## config.mk

```make
export PLATFORM = sky130hd
export DESIGN_NAME = ahb_apb_bridge
export DESIGN_NICKNAME = d
export VERILOG_FILES = /design/src/rtl/ahb_apb_bridge.sv
export SDC_FILE = /design/constraint.sdc
export NUM_CORES = 1
export LEC_CHECK = 0
export BUFFER_PORTS_ARGS = -buffer_cell sky130_fd_sc_hd__buf_2
export CORE_MARGIN = 2
export CORE_UTILIZATION = 35
export DETAILED_ROUTE_END_ITERATION = 7
export MAX_ROUTING_LAYER = met4
export PLACE_DENSITY = 0.73
export SLEW_MARGIN = 40
export SYNTH_ARGS = -nofsm -noshare
export SYNTH_HDL_FRONTEND = slang
export SYNTH_SLANG_ARGS = --single-unit
```

## constraint.sdc

```tcl
create_clock -name hclk -period 2.2 [get_ports hclk]
set_input_delay 0.22 -clock hclk [delete_from_list [all_inputs] [get_ports hclk]]
set_output_delay 0.22 -clock hclk [all_outputs]
set_load 0.02 [all_outputs]
```

## src/rtl/ahb_apb_bridge.sv

```systemverilog
module ahb_apb_bridge #(
  parameter int ADDR_W     = 32,
  parameter int DATA_W     = 32,
  parameter int NUM_PERIPH = 3,
  parameter int SLOT_LSB   = 12
) (
  input  logic                         hclk,
  input  logic                         hresetn,
  input  logic                         hsel,
  input  logic [ADDR_W-1:0]            haddr,
  input  logic [1:0]                   htrans,
  input  logic                         hwrite,
  input  logic [DATA_W-1:0]            hwdata,
  input  logic                         hready,
  output logic                         hreadyout,
  output logic                         hresp,
  output logic [DATA_W-1:0]            hrdata,
  output logic [ADDR_W-1:0]            paddr,
  output logic [NUM_PERIPH-1:0]        psel,
  output logic                         penable,
  output logic                         pwrite,
  output logic [DATA_W-1:0]            pwdata,
  input  logic [NUM_PERIPH*DATA_W-1:0] prdata
);

  localparam int SEL_W = (NUM_PERIPH > 1) ? $clog2(NUM_PERIPH) : 1;

  typedef enum logic [1:0] {ST_IDLE, ST_SETUP, ST_ACCESS, ST_DONE} state_t;

  state_t              state_q, state_d;
  logic [SEL_W-1:0]    req_slot, slot_q;
  logic                req_mapped, can_accept, start, active;
  logic [ADDR_W-1:0]   addr_q;
  logic                write_q;
  logic [DATA_W-1:0]   wdata_q, rdata_q, sel_rdata;

  assign req_slot   = haddr[SLOT_LSB +: SEL_W];
  assign req_mapped = ({1'b0, req_slot} < (SEL_W+1)'(NUM_PERIPH));
  assign can_accept = (state_q == ST_IDLE) || (state_q == ST_DONE);
  assign start      = can_accept && hsel && hready && htrans[1] && req_mapped;
  assign active     = (state_q == ST_SETUP) || (state_q == ST_ACCESS);

  always_comb begin
    state_d = state_q;
    case (state_q)
      ST_IDLE:   if (start) state_d = ST_SETUP;
      ST_SETUP:  state_d = ST_ACCESS;
      ST_ACCESS: state_d = ST_DONE;
      ST_DONE:   state_d = start ? ST_SETUP : ST_IDLE;
      default:   state_d = ST_IDLE;
    endcase
  end

  always_ff @(posedge hclk or negedge hresetn) begin
    if (!hresetn) begin
      state_q <= ST_IDLE;
      addr_q  <= '0;
      write_q <= 1'b0;
      slot_q  <= '0;
      wdata_q <= '0;
      rdata_q <= '0;
    end else begin
      state_q <= state_d;
      if (start) begin
        addr_q  <= haddr;
        write_q <= hwrite;
        slot_q  <= req_slot;
      end
      if (state_q == ST_SETUP)  wdata_q <= hwdata;
      if (state_q == ST_ACCESS) rdata_q <= sel_rdata;
    end
  end

  always_comb begin
    sel_rdata = '0;
    for (int i = 0; i < NUM_PERIPH; i++)
      if (slot_q == SEL_W'(i)) sel_rdata = prdata[i*DATA_W +: DATA_W];
  end

  for (genvar g = 0; g < NUM_PERIPH; g++) begin : g_psel
    assign psel[g] = active && (slot_q == SEL_W'(g));
  end

  assign penable   = (state_q == ST_ACCESS);
  assign paddr     = addr_q;
  assign pwrite    = write_q;
  assign pwdata    = (state_q == ST_SETUP) ? hwdata : wdata_q;
  assign hreadyout = !active;
  assign hresp     = 1'b0;
  assign hrdata    = rdata_q;

endmodule

```

# After elaboration in Yosys (flattened, before gate mapping)
# Cells that the tools add are included.
# op_classes
n_lt_le_gt_ge,1
eq_ne,6
n_mux,7
reduce_logical,12
# ops
cell,n
$mux 32,4
$pmux 2 s4,1
$logic_and 1x1->1,7
$eq 2x2->1 const B,3
$eq 2x1->1 const B,2
$logic_not 2->1,2
$logic_or 1x1->1,2
$lt 2x2->1 const B,1
$mux 2,1
$ne 2x2->1 const B,1
$logic_not 1->1,1
$mux 1,1
# word_totals
regBits,101
input_bits,167
out_inout_bits,103
word_cells,32

# Depth between registers and ports, before layout
# logic_depth
depth_word,8
mapped_depth,6
depth_no_buf,5

# Worst setup path after synthesis
# No wires, ideal clock.
# synth_path
kind,flip-flop to flip-flop
start,register state_q[0]
end,"register addr_q[10], in the netlist paddr[10]"
setup_ns,0.125
t_arrival_ns,1.693
path_slack_ns,0.382
path_stages_with_launch,7
synth_period_minus_slack_ns,1.818
cell_sequence,dfrtp_1 inv_1 ha_1 nand4b_4 nor2_8 buf_12 mux2_4
# synth_between
elab_chain_len,6
word_cells_on_any_way,7
# synth_lines
item,line,rtl
start: declaration,30,"state_t state_q, state_d;"
start signal: assignment,63,state_q <= state_d;
$eq 2x2->1 or $logic_not 2->1 (tied branches),39,assign can_accept = (state_q == ST_IDLE) || (state_q == ST_DONE);
$logic_or 1x1->1 (*),39,
$logic_and 1x1->1 (*) (4 in a row),40,assign start = can_accept && hsel && hready && htrans[1] && req_mapped;
end signal: assignment,65,addr_q <= haddr;
end: declaration,33,logic [ADDR_W-1:0] addr_q;
# Every way passes the cells marked *; elsewhere a longest branch is shown, timed or not.
# A chain may end at the register's enable or synchronous reset.

# Worst setup path after layout
# layout_path
start,register state_q[1]
end,output pwdata[2]
# layout_between
elab_chain_len,2
# layout_lines
item,line,rtl
$eq 2x1->1,87,assign pwdata = (state_q == ST_SETUP) ? hwdata : wdata_q;
$mux 32,87,
end: declaration,22,"output logic [DATA_W-1:0] pwdata,"
# No other way between the ends.

==> reports/results.ini <==
[status]
status=completed

[yosys]
yosysWarnings=0
syn_inst=344
synth_fp_nets=516
avgSynthCellArea_sq_um=13.4
synth-main-ff-cell=dfrtp_1
async_flop_share=1.00
yosys-top-cells-count=dfrtp_1, a21oi_1, a2bb2oi_1, mux2i_1, nor2_1
synth_edf_count=0
syn-cell-area_sq_mm=0.00462
synth.area.top_cells=dfrtp_1, mux2_4, mux2_2, mux2i_1, a2bb2oi_1
synth_top_cell_by_area=dfrtp_1
synth_most_common_cell=dfrtp_1
ys_ff_latch=99
yosysUniqueCellTypes=28
yosysSeqAreaShare=0.536
synth_top_area_share=0.536

[worst_setup_path]
worst_setup_path_start_kind=register
required_ns=1.98
crit_buf_inv=3
crit_type=register to output pin
arrival_ns=1.89
critPathMaxStageDelay_ns=0.43
worstPathMaxFanout=16
cp_top_family=buffers and inverters
crit_slowest_cell=dfrtp_1
cp_cell_sequence=inv_1 > ha_2 > buf_12 > mux2_1 > buf_2
setup.worst_path.end_class=output pin

[floorplanning]
pin_count=270
core_sq_mm=0.0128
rows=41
die_h_um=119
die_area_sq_mm=0.0141
start_util=0.362
die_w_um=119

[sta]
tightest_slew_ns=0.566
relSlewSlack=0.623
hold_slack_ns=0.105
final-setup-viol-count=0
post-route-period-util=0.958
min_period_ns=2.11
clock.fmax_mhz=474
rsz0062_at_grt=no
maxSlewViolCount=0
skew_ns=0.00479
tns_ns=0
final_hold_viol_count=0

[clock_tree]
cts.sinks=99
cts_buffer_depth=2
cts.htree.levels=3
cts_tree=built
clk_pin_slew_ns=0.07
postCtsSetupBuffers=0
clk_latency_ns=0.34
cts_buffers=9
clockRootBuffer=clkbuf_16

[power]
ir_drop_v=0.000845
p_leak_nw=3.26
powerDensity_mw_per_mm2=1620

[drt]
routed_wl_um=11600
drt_iter0_drc=108
post_drt_wl_per_cell_um=14.8
num_vias=3718
route.detailed.drc=0
via_per_inst=4.75
dr.pass1.iters=4
ant_nets=0

[global_route]
grt_pass1_vias=3738
grt_antenna_before_repair=0
grt_max_degree=58
grt_overflow_total=0
grt_use_total=0.166
grt_pass1_wl_um=18200

[final_layout]
utilization=0.502
drive_above_1_share=0.587
antennaDiodeCount=0
fill_cells=1159
area.growth.synth_to_final_pct=39.0
nNetsFinal=778

[placement]
portBuffers=267
dpl.hpwl_um=8920
gp_congestion=0.801

[worst_hold_path]
min_path_type=primary input to register

[flow_run]
cap_violations=0

[cell usage in the layout, fill, tap and decap left out, types with 2 or more instances in the layout]
| cell type | count |
|---|---|
| nor2_1 | 32 |
| a21oi_1 | 32 |
| mux2_4 | 29 |
| mux2_1 | 7 |
| clkbuf_8 | 2 |
| nor3b_1 | 2 |
| mux2i_1 | 32 |
| and2_2 | 2 |
| buf_12 | 5 |
| buf_4 | 5 |
| mux2_2 | 29 |
| ha_1 | 3 |
| nor3_1 | 3 |
| a2bb2oi_1 | 32 |
| ha_2 | 2 |
| inv_1 | 3 |
| clkbuf_16 | 10 |
| buf_2 | 266 |
| dfrtp_1 | 98 |
[final cells by class]
| cell class | instances | area, sq um | share of cell area |
|---|---|---|---|
| sequential | 99 | 2480 | 0.386 |
| multi-input combinational | 215 | 1930 | 0.301 |
| timing repair buffer | 278 | 1500 | 0.234 |
| clock buffer | 12 | 256 | 0.0400 |
| tap | 172 | 215 | 0.0335 |
| clock inverter | 3 | 22.5 | 0.00351 |
| inverter | 3 | 11.3 | 0.00175 |
[repair_timing]
item,CTS,global route
endpoints found under the setup margin,0,12
hold buffers,1,0
resized for setup,0,1
hold endpoints to repair,42,0
[layer usage]
layer | global-route usage | wire length (um)
met1 | 0.176 | 4380
met2 | 0.288 | 6090
met3 | 0.0479 | 809
met4 | 0.0722 | 289
met5 | - | 0
[per-stage QoR]
step	power [mW]	area, sq um	worst slack, ns	std cells
global route	11.1	6420	0.00556	782
global placement	8.77	6100	0.252	765
finish	10.4	6420	0.0918	782
detailed placement	8.95	6100	0.159	765
floorplan	7.21	4620	0.382	344
CTS	10.5	6390	0.0488	781
[registers in the layout, indices dropped and copies added, names as in the netlist]
| register | flops |
|---|---|
| wdata_q | 32 |
| paddr | 31 |
| state_q | 2 |
| hrdata | 32 |
| slot_q | 1 |
| pwrite | 1 |
[where the power goes]
part / switching [mW] / total, mW / internal, mW
Sequential: 0.431 / 3.19 / 2.75
Combinational: 3.23 / 5.75 / 2.53
Clock: 0.653 / 1.48 / 0.827
[worst paths after layout]
check | startpoint | end | slack (ns) | depth (start not counted)
worst max-delay path | state_q[1] | pwdata[2] | 0.09 | 5
worst min-delay path | haddr[26] | paddr[26] | 0.10 | 2
worst max register to register | state_q[0] | slot_q[0] | 0.16 | 6
worst min register to register | wdata_q[25] | wdata_q[25] | 0.48 | 1
max in group asynchronous | hresetn | paddr[20] | 1.07 | 3
min in group asynchronous | hresetn | hrdata[27] | 0.41 | 2
[cells by family (layout without fill, tap and decap cells)]
logic type      count (synthesis)  in the layout  synth area share
flops                          99             99             0.536
mux                            97             97             0.251
compound gates                 66             66            0.0989
simple gates                   46             46            0.0515
buf+inv                        30            296            0.0474
fa+ha+maj                       5              5            0.0135
other cells                     1              1          0.000812
Note: power is estimated with default switching activity, not from simulation.
